`config.mk`:
```
export PLATFORM = sky130hd
export DESIGN_NAME = dual_tmr_ctr
export DESIGN_NICKNAME = d
export VERILOG_FILES = /design/src/rtl/dtc_pkg.sv /design/src/rtl/dtc_tick_gen.sv /design/src/rtl/dtc_src_sel.sv /design/src/rtl/dtc_unit.sv /design/src/rtl/dual_tmr_ctr.sv
export SDC_FILE = /design/constraint.sdc
export NUM_CORES = 1
export LEC_CHECK = 0
export BUFFER_PORTS_ARGS = -buffer_cell sky130_fd_sc_hd__buf_2
export CORE_ASPECT_RATIO = 1.75
export CORE_MARGIN = 1.5
export CORE_UTILIZATION = 45
export DETAILED_ROUTE_END_ITERATION = 10
export SLEW_MARGIN = 10
export SYNTH_ARGS = -nofsm -noshare
export SYNTH_HDL_FRONTEND = slang
export SYNTH_SLANG_ARGS = --single-unit
```
`constraint.sdc`:
```
create_clock -name clk -period 2.7 [get_ports clk]
set_input_delay 0.405 -clock clk [delete_from_list [all_inputs] [get_ports clk]]
set_output_delay 0.405 -clock clk [all_outputs]
set_load 0.005 [all_outputs]
```
`src/rtl/dtc_pkg.sv`:
```
package dtc_pkg;

    localparam int ADDR_W   = 3;
    localparam int BYTE_W   = 8;
    localparam int PRE_W    = 5;
    localparam int N_UNITS  = 2;

    localparam logic [ADDR_W-1:0] A_CFG  = 3'd0;
    localparam logic [ADDR_W-1:0] A_CTRL = 3'd1;
    localparam logic [ADDR_W-1:0] A_T0L  = 3'd2;
    localparam logic [ADDR_W-1:0] A_T0H  = 3'd3;
    localparam logic [ADDR_W-1:0] A_T1L  = 3'd4;
    localparam logic [ADDR_W-1:0] A_T1H  = 3'd5;

    typedef enum logic [1:0] {
        MODE_13B    = 2'd0,
        MODE_16B    = 2'd1,
        MODE_RELOAD = 2'd2,
        MODE_SPLIT  = 2'd3
    } tc_mode_e;

    typedef struct packed {
        logic     gate;
        logic     ext;
        tc_mode_e mode;
    } tc_cfg_t;

    function automatic logic [ADDR_W-1:0] lo_addr(input int unit);
        return (unit == 0) ? A_T0L : A_T1L;
    endfunction

    function automatic logic [ADDR_W-1:0] hi_addr(input int unit);
        return (unit == 0) ? A_T0H : A_T1H;
    endfunction

endpackage

```
`src/rtl/dtc_tick_gen.sv`:
```
module dtc_tick_gen #(
    parameter int TICK_DIV = 6
) (
    input  logic clk,
    input  logic rst,
    output logic tick
);
    localparam int CW = (TICK_DIV > 1) ? $clog2(TICK_DIV) : 1;
    localparam logic [CW-1:0] LAST = CW'(TICK_DIV - 1);

    logic [CW-1:0] cnt_q;

    always_ff @(posedge clk) begin
        if (rst)               cnt_q <= '0;
        else if (cnt_q == LAST) cnt_q <= '0;
        else                   cnt_q <= cnt_q + 1'b1;
    end

    assign tick = (cnt_q == LAST);
endmodule

```
`src/rtl/dtc_src_sel.sv`:
```
module dtc_src_sel (
    input  logic clk,
    input  logic rst,
    input  logic tick,
    input  logic cnt_pin,
    input  logic gate_pin,
    input  logic gate_en,
    input  logic ext_sel,
    input  logic run,
    output logic evt
);
    logic last_q;
    logic fall;
    logic allow;

    always_ff @(posedge clk) begin
        if (rst)       last_q <= 1'b0;
        else if (tick) last_q <= cnt_pin;
    end

    assign fall  = last_q & ~cnt_pin;
    assign allow = run & (~gate_en | gate_pin);
    assign evt   = tick & allow & (ext_sel ? fall : 1'b1);
endmodule

```
`src/rtl/dtc_unit.sv`:
```
module dtc_unit
    import dtc_pkg::*;
#(
    parameter bit CAN_SPLIT = 1'b1
) (
    input  logic              clk,
    input  logic              rst,
    input  tc_mode_e          mode,
    input  logic              evt,
    input  logic              hi_evt,
    input  logic              wr_lo,
    input  logic              wr_hi,
    input  logic [BYTE_W-1:0] wdata,
    output logic [BYTE_W-1:0] lo,
    output logic [BYTE_W-1:0] hi,
    output logic              ovf_main,
    output logic              ovf_hi
);
    logic [BYTE_W-1:0] lo_n, hi_n;
    logic split, main_inc, hi_inc;

    assign split    = (mode == MODE_SPLIT);
    assign main_inc = evt & ~wr_lo & ~(wr_hi & ~split) & (CAN_SPLIT | ~split);
    assign hi_inc   = hi_evt & ~wr_hi & split & CAN_SPLIT;

    always_comb begin
        lo_n     = lo;
        hi_n     = hi;
        ovf_main = 1'b0;
        ovf_hi   = 1'b0;
        if (main_inc) begin
            case (mode)
                MODE_13B: begin
                    lo_n[PRE_W-1:0] = lo[PRE_W-1:0] + 1'b1;
                    if (&lo[PRE_W-1:0]) begin
                        hi_n     = hi + 1'b1;
                        ovf_main = &hi;
                    end
                end
                MODE_16B: begin
                    {hi_n, lo_n} = {hi, lo} + 1'b1;
                    ovf_main     = &{hi, lo};
                end
                MODE_RELOAD: begin
                    if (&lo) begin
                        lo_n     = hi;
                        ovf_main = 1'b1;
                    end else begin
                        lo_n = lo + 1'b1;
                    end
                end
                default: begin
                    lo_n     = lo + 1'b1;
                    ovf_main = &lo;
                end
            endcase
        end
        if (hi_inc) begin
            hi_n   = hi + 1'b1;
            ovf_hi = &hi;
        end
        if (wr_lo) lo_n = wdata;
        if (wr_hi) hi_n = wdata;
    end

    always_ff @(posedge clk) begin
        if (rst) begin
            lo <= '0;
            hi <= '0;
        end else begin
            lo <= lo_n;
            hi <= hi_n;
        end
    end
endmodule

```
`src/rtl/dual_tmr_ctr.sv`:
```
module dual_tmr_ctr
    import dtc_pkg::*;
#(
    parameter int TICK_DIV = 6
) (
    input  logic              clk,
    input  logic              rst,
    input  logic              wr_en,
    input  logic [ADDR_W-1:0] wr_addr,
    input  logic [BYTE_W-1:0] wr_data,
    input  logic [ADDR_W-1:0] rd_addr,
    output logic [BYTE_W-1:0] rd_data,
    input  logic [1:0]        cnt_pin,
    input  logic [1:0]        gate_pin,
    input  logic [1:0]        ack,
    output logic [1:0]        ovf_flag
);
    tc_cfg_t     cfg_q [N_UNITS];
    logic [1:0]  run_q;
    logic [1:0]  flag_q;
    logic [1:0]  set_flag;
    logic        tick;
    logic        wr_cfg, wr_ctrl;
    logic [1:0]  evt, hi_evt, ovf_main, ovf_hi;
    logic [BYTE_W-1:0] cnt_lo [N_UNITS];
    logic [BYTE_W-1:0] cnt_hi [N_UNITS];

    dtc_tick_gen #(.TICK_DIV(TICK_DIV)) u_tick (
        .clk (clk),
        .rst (rst),
        .tick(tick)
    );

    assign wr_cfg  = wr_en && (wr_addr == A_CFG);
    assign wr_ctrl = wr_en && (wr_addr == A_CTRL);
    assign hi_evt  = {1'b0, tick & run_q[1]};

    for (genvar i = 0; i < N_UNITS; i++) begin : g_unit
        logic wr_lo_i, wr_hi_i;
        assign wr_lo_i = wr_en && (wr_addr == lo_addr(i));
        assign wr_hi_i = wr_en && (wr_addr == hi_addr(i));

        dtc_src_sel u_src (
            .clk     (clk),
            .rst     (rst),
            .tick    (tick),
            .cnt_pin (cnt_pin[i]),
            .gate_pin(gate_pin[i]),
            .gate_en (cfg_q[i].gate),
            .ext_sel (cfg_q[i].ext),
            .run     (run_q[i]),
            .evt     (evt[i])
        );

        dtc_unit #(.CAN_SPLIT(i == 0)) u_cnt (
            .clk     (clk),
            .rst     (rst),
            .mode    (cfg_q[i].mode),
            .evt     (evt[i]),
            .hi_evt  (hi_evt[i]),
            .wr_lo   (wr_lo_i),
            .wr_hi   (wr_hi_i),
            .wdata   (wr_data),
            .lo      (cnt_lo[i]),
            .hi      (cnt_hi[i]),
            .ovf_main(ovf_main[i]),
            .ovf_hi  (ovf_hi[i])
        );
    end

    assign set_flag[0] = ovf_main[0];
    assign set_flag[1] = ovf_hi[0] | (ovf_main[1] & (cfg_q[0].mode != MODE_SPLIT));

    always_ff @(posedge clk) begin
        if (rst) begin
            cfg_q[0] <= '0;
            cfg_q[1] <= '0;
            run_q    <= '0;
            flag_q   <= '0;
        end else begin
            if (wr_cfg) begin
                cfg_q[0] <= tc_cfg_t'(wr_data[3:0]);
                cfg_q[1] <= tc_cfg_t'(wr_data[7:4]);
            end
            if (wr_ctrl) run_q <= wr_data[1:0];
            flag_q <= (flag_q & ~ack) | set_flag;
        end
    end

    always_comb begin
        case (rd_addr)
            A_CFG:   rd_data = {cfg_q[1], cfg_q[0]};
            A_CTRL:  rd_data = {4'b0000, flag_q, run_q};
            A_T0L:   rd_data = cnt_lo[0];
            A_T0H:   rd_data = cnt_hi[0];
            A_T1L:   rd_data = cnt_lo[1];
            A_T1H:   rd_data = cnt_hi[1];
            default: rd_data = '0;
        endcase
    end

    assign ovf_flag = flag_q;
endmodule

```
### After elaboration in Yosys (flattened, before gate mapping)

Memories as Yosys holds them, arrays and structs flattened.
Index checks and enable logic that the tools add are counted.

| operators by class | value |
|---|---|
| $add $sub $neg | 9 |
| equality and inequality tests | 22 |
| multiplexer cells | 38 |
| bitwise logic cells | 38 |
| reduce and logical (&&, ||, !) cells | 29 |

Operators by type and width:

| operator | number |
|---|---|
| $mux 8 | 13 |
| $pmux 8 s6 | 1 |
| $add 16x1->16 const B | 2 |
| $add 8x1->8 const B | 4 |
| $pmux 8 s2 | 2 |
| $reduce_and 16->1 | 2 |
| $reduce_and 8->1 | 4 |
| $pmux 5 s3 | 2 |
| $and 1x1->1 | 19 |
| $pmux 3 s3 | 2 |
| $eq 3x3->1 const B | 5 |
| $mux 1 | 14 |
| $eq 3x2->1 const B | 4 |
| $not 1->1 | 11 |
| $add 5x1->5 const B | 2 |
| $reduce_and 5->1 | 2 |
| $eq 2x2->1 const B | 4 |
| $mux 4 | 2 |
| $eq 3x1->1 const B | 2 |
| $logic_and 1x1->1 | 6 |
| $logic_not 3->1 | 2 |
| $pmux 1 s3 | 2 |
| $reduce_and 3->1 | 2 |
| $reduce_bool 2->1 | 3 |
| other kinds (15) | 24 |

| storage, ports and cells | value |
|---|---|
| register bits | 41 |
| bits in writable memories | 8 |
| word-level logic and storage cells | 148 |
| memories kept | 1 |

Memory list:

| memory | words | width | rd ports | clocked after memory_dff | wr ports | line | source |
|---|---|---|---|---|---|---|---|
| cfg_q | 2 | 4 | 2 | 0 | 2 | dual_tmr_ctr.sv:18 | `tc_cfg_t cfg_q [N_UNITS];` |

### Logic depth before layout (Yosys ltp)

An unclocked memory read counts as a cell.

| logic depth | value |
|---|---|
| depth in word-level cells | 13 |
| gate-level depth with buffers | 9 |
| gate-level depth less buffers | 8 |

### Modules after synthesis

Synthesis repeated with hierarchy kept, for this count alone.

| unflattened totals | value |
|---|---|
| cell total of the unflattened synthesis | 466 |
| area total of the unflattened synthesis | 3953.8 µm² |

Modules (own cells, without submodules):

| module | times used | cells an instance | area an instance (µm²) |
|---|---|---|---|
| dtc_unit (g_unit[0].u_cnt) | 1 | 186 | 1470.2 |
| dtc_unit (g_unit[1].u_cnt) | 1 | 168 | 1347.5 |
| dual_tmr_ctr | 1 | 85 | 877.1 |
| dtc_tick_gen | 1 | 13 | 133.9 |
| dtc_src_sel | 2 | 7 | 62.6 |

### Worst setup path after synthesis

OpenSTA, ideal clock, no wires.

| timing path | value |
|---|---|
| path type | reg2reg |
| start point | register g_unit[1].u_cnt.lo[0] |
| end point | register g_unit[1].u_cnt.hi[7] |
| setup time | 122 ps |
| data arrival time | 2091 ps |
| required time | 2578 ps |
| path slack | 487 ps |
| stages on the path, launching flop included | 9 |
| buffers on the path | 0 |
| period minus slack after synthesis | 2213 ps |
| cells stage by stage | dfxtp_1 ha_1 and3_1 ha_1 nand2_1 a21oi_1 nand3_4 mux2_4 a311o_1 |

| between the ends | value |
|---|---|
| cells in the longest elaborated chain, start to end | 4 |
| elaborated cells on any way between the ends | 7 |
| classes of those cells | 1 x add/sub; 1 x eq/ne; 3 x mux; 2 x reduce/logical |

Ends and longest elaborated chain:

| element | line | source |
|---|---|---|
| start, declared | dtc_unit.sv:14 | `output logic [BYTE_W-1:0] lo,` |
| start signal, assigned | dtc_unit.sv:71 | `lo <= lo_n;` |
| $add 16x1->16 | dtc_unit.sv:41 | `{hi_n, lo_n} = {hi, lo} + 1'b1;` |
| $pmux 8 s2 | dtc_unit.sv:32 | `case (mode)` |
| $mux 8 | dtc_unit.sv:31 | `if (main_inc) begin` |
| $mux 8 | dtc_unit.sv:63 | `if (wr_hi) hi_n = wdata;` |
| end signal, assigned | dtc_unit.sv:72 | `hi <= hi_n;` |
| end, declared | dtc_unit.sv:15 | `output logic [BYTE_W-1:0] hi,` |

Several ways; a longest one is shown, not always the timed one. The select of a mux whose other input is x is not followed.
A chain may end at the register's enable or synchronous reset.

### Final worst setup path

Same ends and word-level chain as after synthesis.

==> metrics <==
status finished clean; Synth Instances 476; final setup margin 0.2617 ns; slew margin rel. 0.2728; Crit Path Max Fanout 8; Clk pin slew, worst setup/hold paths 0.08 ns; RD Place Congestion 1.013; number of core rows 44; die height 124.8 um; Post-Syn Area 0.003815 mm2; setup slack, reg-to-reg 0.26 ns; switching share of power 0.3008; multi-input logic area 0.002547 mm2; Num CTS Buffers 5; Syn Area/Cell 8.015 um2; count leader, synth nand2_1; post-CTS setup buffer count 0; ant diodes 0; Overall Power 1.749 mW; final count of pins violating max slew 0; Int Power 1.223 mW; Via Count 4,061; Post-Place Setup Slack 0.2937 ns; Max clock buf depth 2; pin slew with the least headroom to its limit 1.086 ns; dominant synthesized flop cell dfxtp_1; P_sw 0.5262 mW; setup TNS 0 ns; number of synthesis warnings 0; Comb power frac 0.166; TritonCTS clock tree done; # resized after CTS 0; Synth area leaders dfxtp_1 22%, edfxtp_1 6.3%, ha_1 5.2%; Port Buffers 32; die area 0.009060 mm2; total wire length 14,220 um; Seq cells post-synth 49; proportion of layout cells with a drive suffix above 1 0.1471; Worst Hold Class in -> reg; DRT iter0 DRCs 283; largest net degree at the start of global routing 18; post-synth top area cell dfxtp_1; CP required 2.89 ns; number of global-route vias before repair 3,987; pwr dens 409.0 mW/mm2; Critical Path Start Type register; register area share after synthesis 0.2781; RSZ-0062 raised after global routing no; critical path class reg -> reg; die width 72.60 um; Max-cap violations 0; clock latency on the worst-skew pair 0.30 ns; CP cell instances ha_1 > and3_1 > ha_1 > nand2_1 > a21oi_1 > buf_4 > nand3_4 > mux2_4 > a311o_1; Worst Skew 0.01098 ns; most frequent CP cell ha_1; post-route cell area 0.004277 mm2; Synth Net Count 515; Fin. Hold Viols 0; area share of the largest cell type after synthesis 0.2152; worst vdd ir 265.0 uV; # DRC 0; num ports 33; Async SR Flop Fraction 0; Post-synth EDFFs 8; Layout fillers 825; period utilization 0.9031; Flop pwr share 0.459; Num Clock Sinks 49; first-pass GRT wire length 21,650 um; DP HPWL 11,010 um; GRT Util Overall 0.3201; first drt pass iteration count 5; Root Buffer clkbuf_16; Syn-to-layout area delta 12.10%; grt total ovfl 0; CP peak stage delay 0.46 ns; Hold Slack 0.3552 ns; post-synthesis cell type count 75; Setup crit end kind register; antenna-violating nets left 0; final setup fails 0; sequential cell area 0.001061 mm2; Core Area 0.008258 mm2; leakage 1.576 nW; share of power burned in the clock network 0.375; placed inst area 0.004131 mm2; Hold Buf Count CTS 0; initial antenna violation count 0; drt wl/cell 23.62 um; CTS HTree Levels 2; crit path max-delay cell type dfxtp_1; Max Freq 410.1 MHz; Nets 548; fin crit period 2.438 ns; Vias per Instance 6.746; WP data arrival 2.63 ns; Commonest cells post-synth 44 x nand2_1, 41 x dfxtp_1, 39 x nor2_1, 26 x a21oi_1, 20 x o21ai_0; Initial Util 0.4620
## placed cells by master, fill, tap and decap left out, drive strengths merged, types with 3 or more instances in the layout
master,Yosys,layout
o31ai,4,4
o2bb2ai,4,4
o211ai,7,7
o21ai,20,20
a31oi,11,11
a21o,3,3
xnor2,4,4
xor2,3,3
o22ai,6,6
nand3,16,16
clkbuf,18,6
nand4,10,10
a221oi,8,8
ha,16,16
and4,3,3
nor3,19,19
nor4,6,6
a21oi,27,27
a211oi,7,7
mux2,3,3
nand4b,3,3
edfxtp,8,8
and2,12,12
inv,19,19
nor2,39,39
nand2,44,44
mux2i,16,16
buf,11,55
and3,10,10
nand2b,10,10
or3,10,10
o221ai,3,3
a311oi,4,4
dfxtp,41,41
## kinds of logic (layout without fill, tap and decap cells)
group / Yosys count / after routing / synth area share
buf+inv: 49 / 83 / 0.05575
xor+xnor: 7 / 7 / 0.01607
mux: 21 / 21 / 0.06362
flops: 49 / 49 / 0.2781
simple gates: 197 / 197 / 0.2804
compound gates: 137 / 137 / 0.2535
fa+ha+maj: 16 / 16 / 0.05248
## layer usage
layer	up-vias	wire length, um	GRT usage
li1	1888	-	-
met1	1926	4894	0.3165
met2	177	7400	0.5677
met3	70	748	0.05016
met4	0	1174	0.2464
met5	-	0	0
## final cells by class
type / count / share of cell area
Clock inverter: 2 / 0.003803
Clock buffer: 6 / 0.03013
Sequential cell: 49 / 0.2481
Multi-Input combinational cell: 378 / 0.5957
Timing Repair Buffer: 55 / 0.07782
Tap cell: 92 / 0.02692
Inverter: 20 / 0.01755
## per-stage QoR
| stage | std cells | util |
|---|---|---|
| finish | 602 | 0.5179 |
| global route | 602 | 0.5179 |
| CTS | 602 | 0.5179 |
| detailed placement | 594 | 0.5003 |
| global placement | 594 | 0.5003 |
| floorplan | 476 | - |
## power groups by stage
stage | Combinational, mW | Sequential (mW) | Clock, mW
2_1_floorplan | 0.184 | 0.801 | 0
3_3_place_gp | 0.283 | 0.818 | 0
3_5_place_dp | 0.284 | 0.819 | 0
4_1_cts | 0.285 | 0.802 | 0.665
5_1_grt | 0.312 | 0.806 | 0.691
6_report | 0.291 | 0.802 | 0.656
## worst max-delay path, delay by kind of cell, from the launching register on
family | cells | cell delay [ns]
mux | 1 | 0.34
compound gates | 2 | 0.55
simple gates | 3 | 0.38
flops | 1 | 0.46
buf+inv | 1 | 0.17
fa+ha+maj | 2 | 0.43
## sequential cells by signal, indices dropped and copies added (netlist names)
signal	flops
g_unit.u_cnt.hi	16
cfg_q	8
run_q	2
g_unit.u_src.last_q	2
g_unit.u_cnt.lo	16
ovf_flag	2
u_tick.cnt_q	3
## path summary, 6_finish.rpt
kind / start / to / depth (start not counted)
min: cnt_pin[0] / g_unit[0].u_src.last_q / 3
min reg2reg: u_tick.cnt_q[0] / u_tick.cnt_q[0] / 1
max: g_unit[1].u_cnt.lo[0] / g_unit[1].u_cnt.hi[7] / 9
max reg2reg: g_unit[1].u_cnt.lo[0] / g_unit[1].u_cnt.hi[7] / 9
Note: power is estimated with default switching activity, not from simulation.
